<file path="src/rtl/ptw_pkg.sv">
package ptw_pkg;

  localparam int DESC_W    = 32;
  localparam int WP_BIT    = 2;
  localparam int USED_BIT  = 3;
  localparam int LIM_LSB   = 4;
  localparam int LIM_W     = 12;
  localparam int TBASE_LSB = 16;

  typedef enum logic [1:0] {
    DT_INVALID = 2'b00,
    DT_PAGE    = 2'b01,
    DT_TABLE   = 2'b10,
    DT_RSVD    = 2'b11
  } dtype_e;

  typedef enum logic [1:0] {
    FLT_NONE    = 2'd0,
    FLT_INVALID = 2'd1,
    FLT_LIMIT   = 2'd2,
    FLT_PROT    = 2'd3
  } fault_e;

  typedef enum logic [2:0] {
    ST_IDLE,
    ST_EVAL,
    ST_RD_REQ,
    ST_RD_WAIT,
    ST_WB_REQ
  } wstate_e;

  // base of the table a table descriptor points to
  function automatic logic [DESC_W-1:0] table_base(input logic [DESC_W-1:0] d);
    return {d[DESC_W-1:TBASE_LSB], {TBASE_LSB{1'b0}}};
  endfunction

  // word-aligned entry address inside a table
  function automatic logic [DESC_W-1:0] entry_addr(input logic [DESC_W-1:0] base,
                                                   input logic [LIM_W-1:0]  idx);
    return base + DESC_W'({idx, 2'b00});
  endfunction

  // block base from the descriptor, offset from the logical address
  function automatic logic [DESC_W-1:0] block_phys(input logic [DESC_W-1:0] d,
                                                   input logic [DESC_W-1:0] la,
                                                   input logic [DESC_W-1:0] mask);
    return (d & ~mask) | (la & mask);
  endfunction

  function automatic logic desc_is_valid(input logic [DESC_W-1:0] d);
    return (d[1:0] == DT_PAGE) || (d[1:0] == DT_TABLE);
  endfunction

endpackage

</file>
<file path="src/rtl/ptw_index_sel.sv">
module ptw_index_sel
  import ptw_pkg::*;
#(
  parameter int A_W  = 12,
  parameter int PG_W = 10,
  localparam int B_W = DESC_W - A_W - PG_W,
  localparam int HI_W = DESC_W - PG_W
) (
  input  logic [HI_W-1:0]  la_hi,
  input  logic [1:0]       level,
  output logic [LIM_W-1:0] idx
);
  logic [A_W-1:0] a_field;
  logic [B_W-1:0] b_field;

  assign a_field = la_hi[HI_W-1 -: A_W];
  assign b_field = la_hi[B_W-1:0];

  always_comb begin
    if (level == 2'd0) idx = LIM_W'(a_field);
    else               idx = LIM_W'(b_field);
  end
endmodule

</file>
<file path="src/rtl/ptw_desc_eval.sv">
module ptw_desc_eval
  import ptw_pkg::*;
#(
  parameter int A_W  = 12,
  parameter int PG_W = 10,
  localparam int HI_W = DESC_W - PG_W,
  localparam logic [DESC_W-1:0] MASK_L0 = '1,
  localparam logic [DESC_W-1:0] MASK_L1 = (DESC_W'(1) << (DESC_W - A_W)) - DESC_W'(1),
  localparam logic [DESC_W-1:0] MASK_L2 = (DESC_W'(1) << PG_W) - DESC_W'(1)
) (
  input  logic [DESC_W-1:0] desc,
  input  logic [1:0]        level,
  input  logic [DESC_W-1:0] la,
  input  logic              is_write,
  input  logic              wp_in,
  output logic              ev_term,
  output fault_e            ev_fault,
  output logic [DESC_W-1:0] ev_phys,
  output logic              ev_wp,
  output logic [DESC_W-1:0] ev_next_addr,
  output logic              ev_limit_hit
);
  logic [LIM_W-1:0]  idx;
  logic [LIM_W-1:0]  limit;
  logic [DESC_W-1:0] blk_mask;

  ptw_index_sel #(.A_W(A_W), .PG_W(PG_W)) idx_sel_i (
    .la_hi (la[DESC_W-1:PG_W]),
    .level (level),
    .idx   (idx)
  );

  assign limit = desc[LIM_LSB +: LIM_W];
  assign ev_wp = wp_in | desc[WP_BIT];

  always_comb begin
    case (level)
      2'd0:    blk_mask = MASK_L0;
      2'd1:    blk_mask = MASK_L1;
      default: blk_mask = MASK_L2;
    endcase
  end

  always_comb begin
    ev_term      = 1'b0;
    ev_fault     = FLT_NONE;
    ev_phys      = '0;
    ev_limit_hit = 1'b0;
    ev_next_addr = entry_addr(table_base(desc), idx);
    case (desc[1:0])
      DT_PAGE: begin
        ev_term = 1'b1;
        if (is_write && ev_wp) ev_fault = FLT_PROT;
        else                   ev_phys  = block_phys(desc, la, blk_mask);
      end
      DT_TABLE: begin
        if (level == 2'd2) begin
          ev_term  = 1'b1;
          ev_fault = FLT_INVALID;
        end else if (idx > limit) begin
          ev_term      = 1'b1;
          ev_fault     = FLT_LIMIT;
          ev_limit_hit = 1'b1;
        end
      end
      default: begin
        ev_term  = 1'b1;
        ev_fault = FLT_INVALID;
      end
    endcase
  end

  // a fault never carries a physical address
  always_comb begin
    if (ev_term && ev_fault != FLT_NONE)
      assert_fault_zero_phys_R7: assert (ev_phys == '0);
  end
endmodule

</file>
<file path="src/rtl/ptw_walker.sv">
module ptw_walker
  import ptw_pkg::*;
#(
  parameter int A_W  = 12,
  parameter int PG_W = 10
) (
  input  logic        clk,
  input  logic        rst_n,
  input  logic        start,
  input  logic [31:0] va,
  input  logic        is_write,
  input  logic [31:0] root_ptr,
  output logic        busy,
  output logic        done,
  output logic [31:0] phys_addr,
  output logic        wp_out,
  output logic [1:0]  fault,
  output logic        mem_req_valid,
  input  logic        mem_req_ready,
  output logic        mem_we,
  output logic [31:0] mem_addr,
  output logic [31:0] mem_wdata,
  input  logic        mem_rvalid,
  input  logic [31:0] mem_rdata
);
  wstate_e           state;
  logic [1:0]        level;
  logic [DESC_W-1:0] cur_desc;
  logic [DESC_W-1:0] va_q;
  logic              wr_q;
  logic              wp_acc;
  logic [DESC_W-1:0] addr_q;
  logic [DESC_W-1:0] wdata_q;

  logic              ev_term;
  fault_e            ev_fault;
  logic [DESC_W-1:0] ev_phys;
  logic              ev_wp;
  logic [DESC_W-1:0] ev_next_addr;
  logic              ev_limit_hit;

  // named internal events
  logic ev_accept, ev_rd_fire, ev_wb_fire, ev_rsp, ev_need_wb;

  ptw_desc_eval #(.A_W(A_W), .PG_W(PG_W)) eval_i (
    .desc         (cur_desc),
    .level        (level),
    .la           (va_q),
    .is_write     (wr_q),
    .wp_in        (wp_acc),
    .ev_term      (ev_term),
    .ev_fault     (ev_fault),
    .ev_phys      (ev_phys),
    .ev_wp        (ev_wp),
    .ev_next_addr (ev_next_addr),
    .ev_limit_hit (ev_limit_hit)
  );

  assign ev_accept  = start && (state == ST_IDLE);
  assign ev_rd_fire = (state == ST_RD_REQ) && mem_req_ready;
  assign ev_wb_fire = (state == ST_WB_REQ) && mem_req_ready;
  assign ev_rsp     = (state == ST_RD_WAIT) && mem_rvalid;
  assign ev_need_wb = desc_is_valid(mem_rdata) && !mem_rdata[USED_BIT];

  assign busy          = (state != ST_IDLE);
  assign mem_req_valid = (state == ST_RD_REQ) || (state == ST_WB_REQ);
  assign mem_we        = (state == ST_WB_REQ);
  assign mem_addr      = addr_q;
  assign mem_wdata     = wdata_q;

  always_ff @(posedge clk) begin
    if (!rst_n) begin
      state     <= ST_IDLE;
      level     <= 2'd0;
      cur_desc  <= '0;
      va_q      <= '0;
      wr_q      <= 1'b0;
      wp_acc    <= 1'b0;
      addr_q    <= '0;
      wdata_q   <= '0;
      done      <= 1'b0;
      phys_addr <= '0;
      wp_out    <= 1'b0;
      fault     <= FLT_NONE;
    end else begin
      done <= 1'b0;
      case (state)
        ST_IDLE: begin
          if (ev_accept) begin
            cur_desc <= root_ptr;
            va_q     <= va;
            wr_q     <= is_write;
            wp_acc   <= 1'b0;
            level    <= 2'd0;
            state    <= ST_EVAL;
          end
        end
        ST_EVAL: begin
          wp_acc <= ev_wp;
          if (ev_term) begin
            done      <= 1'b1;
            phys_addr <= ev_phys;
            wp_out    <= ev_wp;
            fault     <= ev_fault;
            state     <= ST_IDLE;
          end else begin
            addr_q <= ev_next_addr;
            level  <= level + 2'd1;
            state  <= ST_RD_REQ;
          end
        end
        ST_RD_REQ: begin
          if (ev_rd_fire) state <= ST_RD_WAIT;
        end
        ST_RD_WAIT: begin
          if (ev_rsp) begin
            cur_desc <= mem_rdata;
            if (ev_need_wb) begin
              wdata_q <= mem_rdata | (DESC_W'(1) << USED_BIT);
              state   <= ST_WB_REQ;
            end else begin
              state <= ST_EVAL;
            end
          end
        end
        ST_WB_REQ: begin
          if (ev_wb_fire) state <= ST_EVAL;
        end
        default: state <= ST_IDLE;
      endcase
    end
  end

  assert_idle_quiet_R1: assert property (@(posedge clk) disable iff (!rst_n)
    !busy |-> !mem_req_valid);

  assert_req_hold_R3: assert property (@(posedge clk) disable iff (!rst_n)
    (mem_req_valid && !mem_req_ready) |=> (mem_req_valid && $stable(mem_addr) && $stable(mem_we)));

  assert_limit_no_read_R6: assert property (@(posedge clk) disable iff (!rst_n)
    (state == ST_EVAL && ev_limit_hit) |=> (done && fault == FLT_LIMIT && !mem_req_valid));

  assert_prot_has_wp_R8: assert property (@(posedge clk) disable iff (!rst_n)
    (done && fault == FLT_PROT) |-> wp_out);

  assert_wb_after_rsp_R9: assert property (@(posedge clk) disable iff (!rst_n)
    $rose(mem_req_valid && mem_we) |-> ($past(mem_rvalid) && mem_wdata[USED_BIT]));

  assert_done_pulse_R10: assert property (@(posedge clk) disable iff (!rst_n)
    done |=> !done);

  assert_done_not_busy_R10: assert property (@(posedge clk) disable iff (!rst_n)
    done |-> !busy);
endmodule

</file>
<file path="config.mk">
export PLATFORM = sky130hd
export DESIGN_NAME = ptw_walker
export DESIGN_NICKNAME = d
export VERILOG_FILES = /design/src/rtl/ptw_pkg.sv /design/src/rtl/ptw_index_sel.sv /design/src/rtl/ptw_desc_eval.sv /design/src/rtl/ptw_walker.sv
export SDC_FILE = /design/constraint.sdc
export NUM_CORES = 1
export LEC_CHECK = 0
export ABC_CLOCK_PERIOD_IN_PS = 2800
export BUFFER_PORTS_ARGS = -buffer_cell sky130_fd_sc_hd__buf_2
export CAP_MARGIN = 10
export CORE_MARGIN = 1.5
export CORE_UTILIZATION = 47
export CTS_CLUSTER_SIZE = 40
export DETAILED_ROUTE_END_ITERATION = 12
export PLACE_DENSITY_LB_ADDON = 0.1
export SYNTH_ARGS = -nofsm -noshare
export SYNTH_HDL_FRONTEND = slang
export SYNTH_SLANG_ARGS = --single-unit
</file>
<file path="constraint.sdc">
create_clock -name clk -period 2.8 [get_ports clk]
set_input_delay 0.14 -clock clk [delete_from_list [all_inputs] [get_ports clk]]
set_output_delay 0.14 -clock clk [all_outputs]
set_load 0.02 [all_outputs]
</file>
== After elaboration in Yosys (flattened, before gate mapping) ==
Cells that the tools add are included.

* Flip-flop bits (word level): 171
* Input port bits: 102

* Reductions and logical operators: 23
* $add $sub $neg: 2
* Equality and inequality tests: 15
* $lt $le $gt $ge: 1
* Mux-type cells: 27
* Bitwise logic cells: 6

{| class="wikitable"
|+ Operators with widths
! kind !! count
|-
| two-way mux 32 bit || 4
|-
| case mux 32 bit (2 select lines) || 2
|-
| AND 32 bit || 2
|-
| adder 32 x 14 -> 32 bit || 1
|-
| NOT 32 bit || 1
|-
| OR 32 bit || 1
|-
| two-way mux 3 bit || 5
|-
| case mux 3 bit (5 select lines) || 1
|-
| greater-than comparator 12 bit || 1
|-
| two-way mux 12 bit || 1
|-
| two-way mux 2 bit || 6
|-
| AND reduction 2 bit || 5
|-
| AND reduction 3 bit || 3
|-
| != test 2 bit (second input constant) || 4
|-
| case mux 2 bit (2 select lines) || 2
|-
| equality test 2 x 1 -> 1 bit (second input constant) || 3
|-
| equality test 2 bit (second input constant) || 3
|-
| equality test 3 x 2 -> 1 bit (second input constant) || 2
|-
| logical AND 1 bit || 6
|-
| two-way mux 1 bit || 5
|-
| AND reduction 4 bit || 1
|-
| nonzero test 2 bit || 2
|-
| equality test 3 x 1 -> 1 bit (second input constant) || 1
|-
| equality test 3 bit (second input constant) || 1
|-
| other kinds (10) || 11
|}

== Longest topological paths before layout ==
* Word-level depth: 8
* Depth in mapped cells: 15

== Hierarchy ==
Synthesis repeated with hierarchy kept, for this count alone.

* Cell total of the unflattened synthesis: 941
* Area, all modules: 7975.1 µm²

{| class="wikitable"
|+ Modules (own cells, without submodules)
! module !! times used !! seq. area each (µm²) !! cells an instance !! area an instance (µm²)
|-
| ptw_walker || 1 || 3423.3 || 772 || 6842.8
|-
| ptw_desc_eval || 1 || 0.0 || 155 || 987.2
|-
| ptw_index_sel || 1 || 0.0 || 14 || 145.1
|}

== Worst setup path before layout ==
OpenSTA, ideal clock, no wires.

* Path kind: reg2reg
* Start: register level[0]
* End: register phys_addr[0]
* Stages on the path, launching flop included: 16
* Path buffers: 4
* Period minus slack after synthesis: 2.711 ns
* Library setup time: 0.072 ns
* Data required time: 2.728 ns
* Arrival: 2.640 ns
* Path slack: 0.089 ns
* Cells stage by stage: dfxtp_1 inv_1 ha_1 clkbuf_1 clkbuf_1 nand2_1 o21ai_0 ha_1 nor2b_1 o211ai_1 a211o_1 a31oi_4 o21ai_1 buf_6 buf_6 mux2i_1

* Longest elaborated chain between the ends: 7

{| class="wikitable"
|+ RTL lines
! element !! RTL line !! source
|-
| start: declaration || ptw_walker.sv:27 || <nowiki>logic [1:0] level;</nowiki>
|-
| start signal: assignment || ptw_walker.sv:108 || <nowiki>level <= level + 2'd1;</nowiki>
|-
| zero test 2 bit || ptw_index_sel.sv:20 || <nowiki>if (level == 2'd0) idx = LIM_W'(a_field);</nowiki>
|-
| two-way mux 12 bit || ptw_index_sel.sv:20 ||
|-
| greater-than comparator 12 bit || ptw_desc_eval.sv:60 || <nowiki>end else if (idx > limit) begin</nowiki>
|-
| two-way mux 1 bit || ptw_desc_eval.sv:60 ||
|-
| two-way mux 1 bit * || ptw_desc_eval.sv:57 || <nowiki>if (level == 2'd2) begin</nowiki>
|-
| two-way mux 1 bit * || ptw_desc_eval.sv:50 || <nowiki>case (desc[1:0])</nowiki>
|-
| AND reduction 2 bit (no line) * || n/a ||
|-
| end signal: assignment || ptw_walker.sv:102 || <nowiki>phys_addr <= ev_phys;</nowiki>
|-
| end: declaration || ptw_walker.sv:15 || <nowiki>output logic [31:0] phys_addr,</nowiki>
|}

Every way passes the cells marked *; elsewhere a longest branch is shown, timed or not.
A chain may end at the register's enable or synchronous reset.

== Worst setup path in the final report ==
* Start: register level[1]
* End: register wp_out

* Longest elaborated chain between the ends: 7

{| class="wikitable"
|+ RTL lines
! element !! RTL line !! source
|-
| zero test 2 bit || ptw_index_sel.sv:20 ||
|-
| two-way mux 12 bit || ptw_index_sel.sv:20 ||
|-
| greater-than comparator 12 bit || ptw_desc_eval.sv:60 ||
|-
| two-way mux 1 bit || ptw_desc_eval.sv:60 ||
|-
| two-way mux 1 bit * || ptw_desc_eval.sv:57 ||
|-
| two-way mux 1 bit * || ptw_desc_eval.sv:50 ||
|-
| AND reduction 2 bit (no line) * || n/a ||
|-
| end signal: assignment || ptw_walker.sv:103 || <nowiki>wp_out <= ev_wp;</nowiki>
|-
| end: declaration || ptw_walker.sv:16 || <nowiki>output logic wp_out,</nowiki>
|}

Marked as above.

==> flow_metrics.py <==
metrics = {
    "detailed_routing": {
        "dr_total_vias": 7147,
        "ant_nets": 0,
        "wirelength_um": 22070,
        "drtPass1Iterations": 5,
        "viasPerCell": 5.153,
        "drt_iter0_markers": 543,
        "post-route-drc-count": 0,
        "wl_per_cell_um": 15.91,
    },
    "worst_setup_path": {
        "crit_fanout": 8,
        "start_kind": "flop",
        "crit_type": "flop to flop",
        "r2r-end": "wp_out$_SDFFE_PN0P_",
        "worstSetupPathDepth": 12,
        "path_cells": "inv_2, ha_4, buf_12, nand2_1, o21ai_1, ha_1, nand4_1, a211o_1, a31oi_4, o21ai_4, buf_6, o311a_1",
        "slowest_delay_ns": 0.33,
        "r2r_slack_ns": -0.0004,
        "crit_required_ns": 3.10,
        "cpLargestDelayFamily": "compound AO/OA/AOI/OAI gates",
        "rr_worst_depth": 12,
        "path_buf_inv": 3,
        "end_kind": "flop",
        "cp.arrival_ns": 3.10,
        "reg2reg_from": "level[1]$_SDFFE_PN0P_",
        "cp_slowest_cell": "dfxtp_2",
    },
    "run": {
        "maxCapViolations": 0,
    },
    "yosys": {
        "synthCells": 898,
        "synth_commonest_cells": "nand2_1, dfxtp_1, a21oi_1",
        "synth_warnings": 0,
        "synth_top_area_share_pct": 45.13,
        "async_reset_ff_share_pct": 0,
        "syn_area_um2": 7363,
        "yosys.cell_count.top_type": "nand2_1",
        "yosysSeqAreaShare_pct": 45.13,
        "synth_top_area_cell": "dfxtp_1",
        "synth.distinct_cells": 49,
        "synth-seq-cells": 166,
        "ys.flop_type": "dfxtp_1",
        "synth.avg_cell_area_um2": 8.200,
        "synth_edf_count": 0,
        "synth.area.top_cells": "dfxtp_1, nand2_1, mux2i_1",
    },
    "global_routing": {
        "grt_pass1_vias": 6691,
        "grt_util_all_layers_pct": 26.17,
        "grt_pass1_wl_um": 33980,
        "globalRouteOverflowTotal": 0,
        "antenna_found_initial": 0,
        "grt_max_degree": 56,
    },
    "outcome": {
        "violations": "negative setup slack",
        "outcome": "complete, but fails checks",
    },
    "power_and_ir_drop": {
        "power_leakage_nw": 4.648,
        "ir_drop_uv": 436.1,
        "power_density_nw_per_um2": 563.1,
        "power_mw": 5.800,
    },
    "finish": {
        "layout-drive-gt1-share_pct": 27.55,
        "fin_nets": 1285,
        "final_cells": 1387,
        "syn2layout_area_growth_pct": 39.88,
        "antennaDiodeCount": 0,
        "stdcell_area_um2": 10300,
        "post-route-util_pct": 67.50,
    },
    "timing": {
        "post-route-period-util_pct": 100.0,
        "fin_setup_tns_ns": -0.0004277,
        "hold_slack_ns": 0.04109,
        "tightest_slew_ns": 0.6742,
        "finalWorstSetupSlack_ns": -0.0004277,
        "report.final.slew_viol_count": 0,
        "period_minus_slack_ns": 2.800,
        "fin_skew_ns": 0.007840,
        "rsz0062_at_grt": "true",
        "setup_viol": 1,
        "hold_viol_final": 0,
        "max_freq_mhz": 357.1,
        "slew_headroom_pct": 55.06,
    },
    "placement": {
        "place_inst": 1278,
        "hpwl_um": 14720,
        "dpl_cell_area_um2": 8738,
        "port_buffers": 199,
        "gp_congestion": 0.8403,
        "dp_slack_ns": -0.07879,
    },
    "floorplanning": {
        "die-width_um": 128.2,
        "coreArea_um2": 15260,
        "io_pins": 205,
        "start_util_pct": 48.26,
        "die_area_um2": 16430,
        "rows": 45,
        "die_y_um": 128.2,
    },
    "clock_network": {
        "htree_levels": 4,
        "clk_pin_slew_ns": 0.06,
        "clock_tree.buffer_depth": 2,
        "clk_latency_ns": 0.42,
        "tritoncts": "done",
        "cts_sinks": 166,
        "cts_root_buf": "clkbuf_16",
        "cts_buffers": 17,
    },
    "min_path": {
        "hold_path_startpoint": "va[14]",
        "hold_path_depth": 3,
        "hold_class": "input pin to flop",
        "whs_endpoint": "va_q[14]$_SDFFE_PN0P_",
    },
}
routing by layer:
layer  routed length (um)  GRT usage [%]  up-vias
met1                10050          35.71     3293
met4                  253          6.279        0
met5                    0              0        -
met3                 1476          6.761       21
li1                     -              -     3611
met2                10290          41.56      222
flip-flops by register name, summed over array words and instances, names as in the netlist:
| signal | count |
|---|---|
| state | 3 |
| done | 1 |
| mem_wdata | 32 |
| wp_out | 1 |
| level | 2 |
| cur_desc | 31 |
| mem_addr | 28 |
| fault | 2 |
| wp_acc | 1 |
| phys_addr | 32 |
| va_q | 32 |
| wr_q | 1 |
placed cells by master, fill, tap and decap left out, types with 11 or more instances in the layout:
cell type / count
a211oi_1: 32
a21oi_1: 96
a31oi_1: 11
buf_2: 199
buf_4: 44
clkbuf_16: 21
dfxtp_1: 164
dlygate4sd3_1: 63
ha_1: 12
inv_1: 35
mux2i_1: 63
nand2_1: 210
nand4_1: 23
nor2_1: 39
nor3_1: 12
o21ai_0: 23
o31ai_1: 16
cell type report:
type	instances	area (um^2)
fillers	1327	4959
repair buffers	325	2305
clock buffers	25	475.5
inverters	38	145.1
flip-flops and latches	166	3326
multi-input cells	618	3736
clock inverters	4	48.80
well taps	211	264.0
worst register-to-register path, delay by kind of cell (launching register included):
kind / cells / cell delay [ns]
simple gates: 2 / 0.29
compound gates: 5 / 1.20
flops: 1 / 0.33
fa+ha+maj: 2 / 0.48
buf+inv: 3 / 0.37
timing repair:
action / CTS / global route
buffers inserted: 1 / 11
pin swaps: 1 / 14
gates resized for setup: 7 / 42
endpoints found under the setup margin: 31 / 66
endpoints found under the hold margin: 63 / 0
hold buffers: 63 / 0
cloned: 0 / 6
worst max-delay path by stage:
stage / start / to / slack [ns]
after global routing: level[1]$_SDFFE_PN0P_ / phys_addr[15]$_SDFFE_PN0P_ / -0.08
after global placement: level[0]$_SDFFE_PN0P_ / phys_addr[20]$_SDFFE_PN0P_ / -0.005
after detailed placement: level[0]$_SDFFE_PN0P_ / phys_addr[14]$_SDFFE_PN0P_ / -0.08
final: level[1]$_SDFFE_PN0P_ / wp_out$_SDFFE_PN0P_ / -0.0004
after floorplan: level[0]$_SDFFE_PN0P_ / phys_addr[0]$_SDFFE_PN0P_ / 0.09
after CTS: level[0]$_SDFFE_PN0P_ / phys_addr[7]$_SDFFE_PN0P_ / -0.03
cell families (layout without fill, tap and decap cells):
logic type	Yosys count	count (layout)	share of synthesized area (%)
compound gates	209	210	17.25
other cells	1	4	0.05093
mux	66	66	9.006
flops	166	166	45.13
fa+ha+maj	17	17	2.889
xor+xnor	1	1	0.1190
buf+inv	118	392	6.950
simple gates	320	320	18.61
where the power goes:
part	internal (mW)	switching, mW
clock network	1.26	0.891
logic	0.496	0.618
registers	2.46	0.0803
total	4.21	1.59
Power figures use the tool's default switching activity.
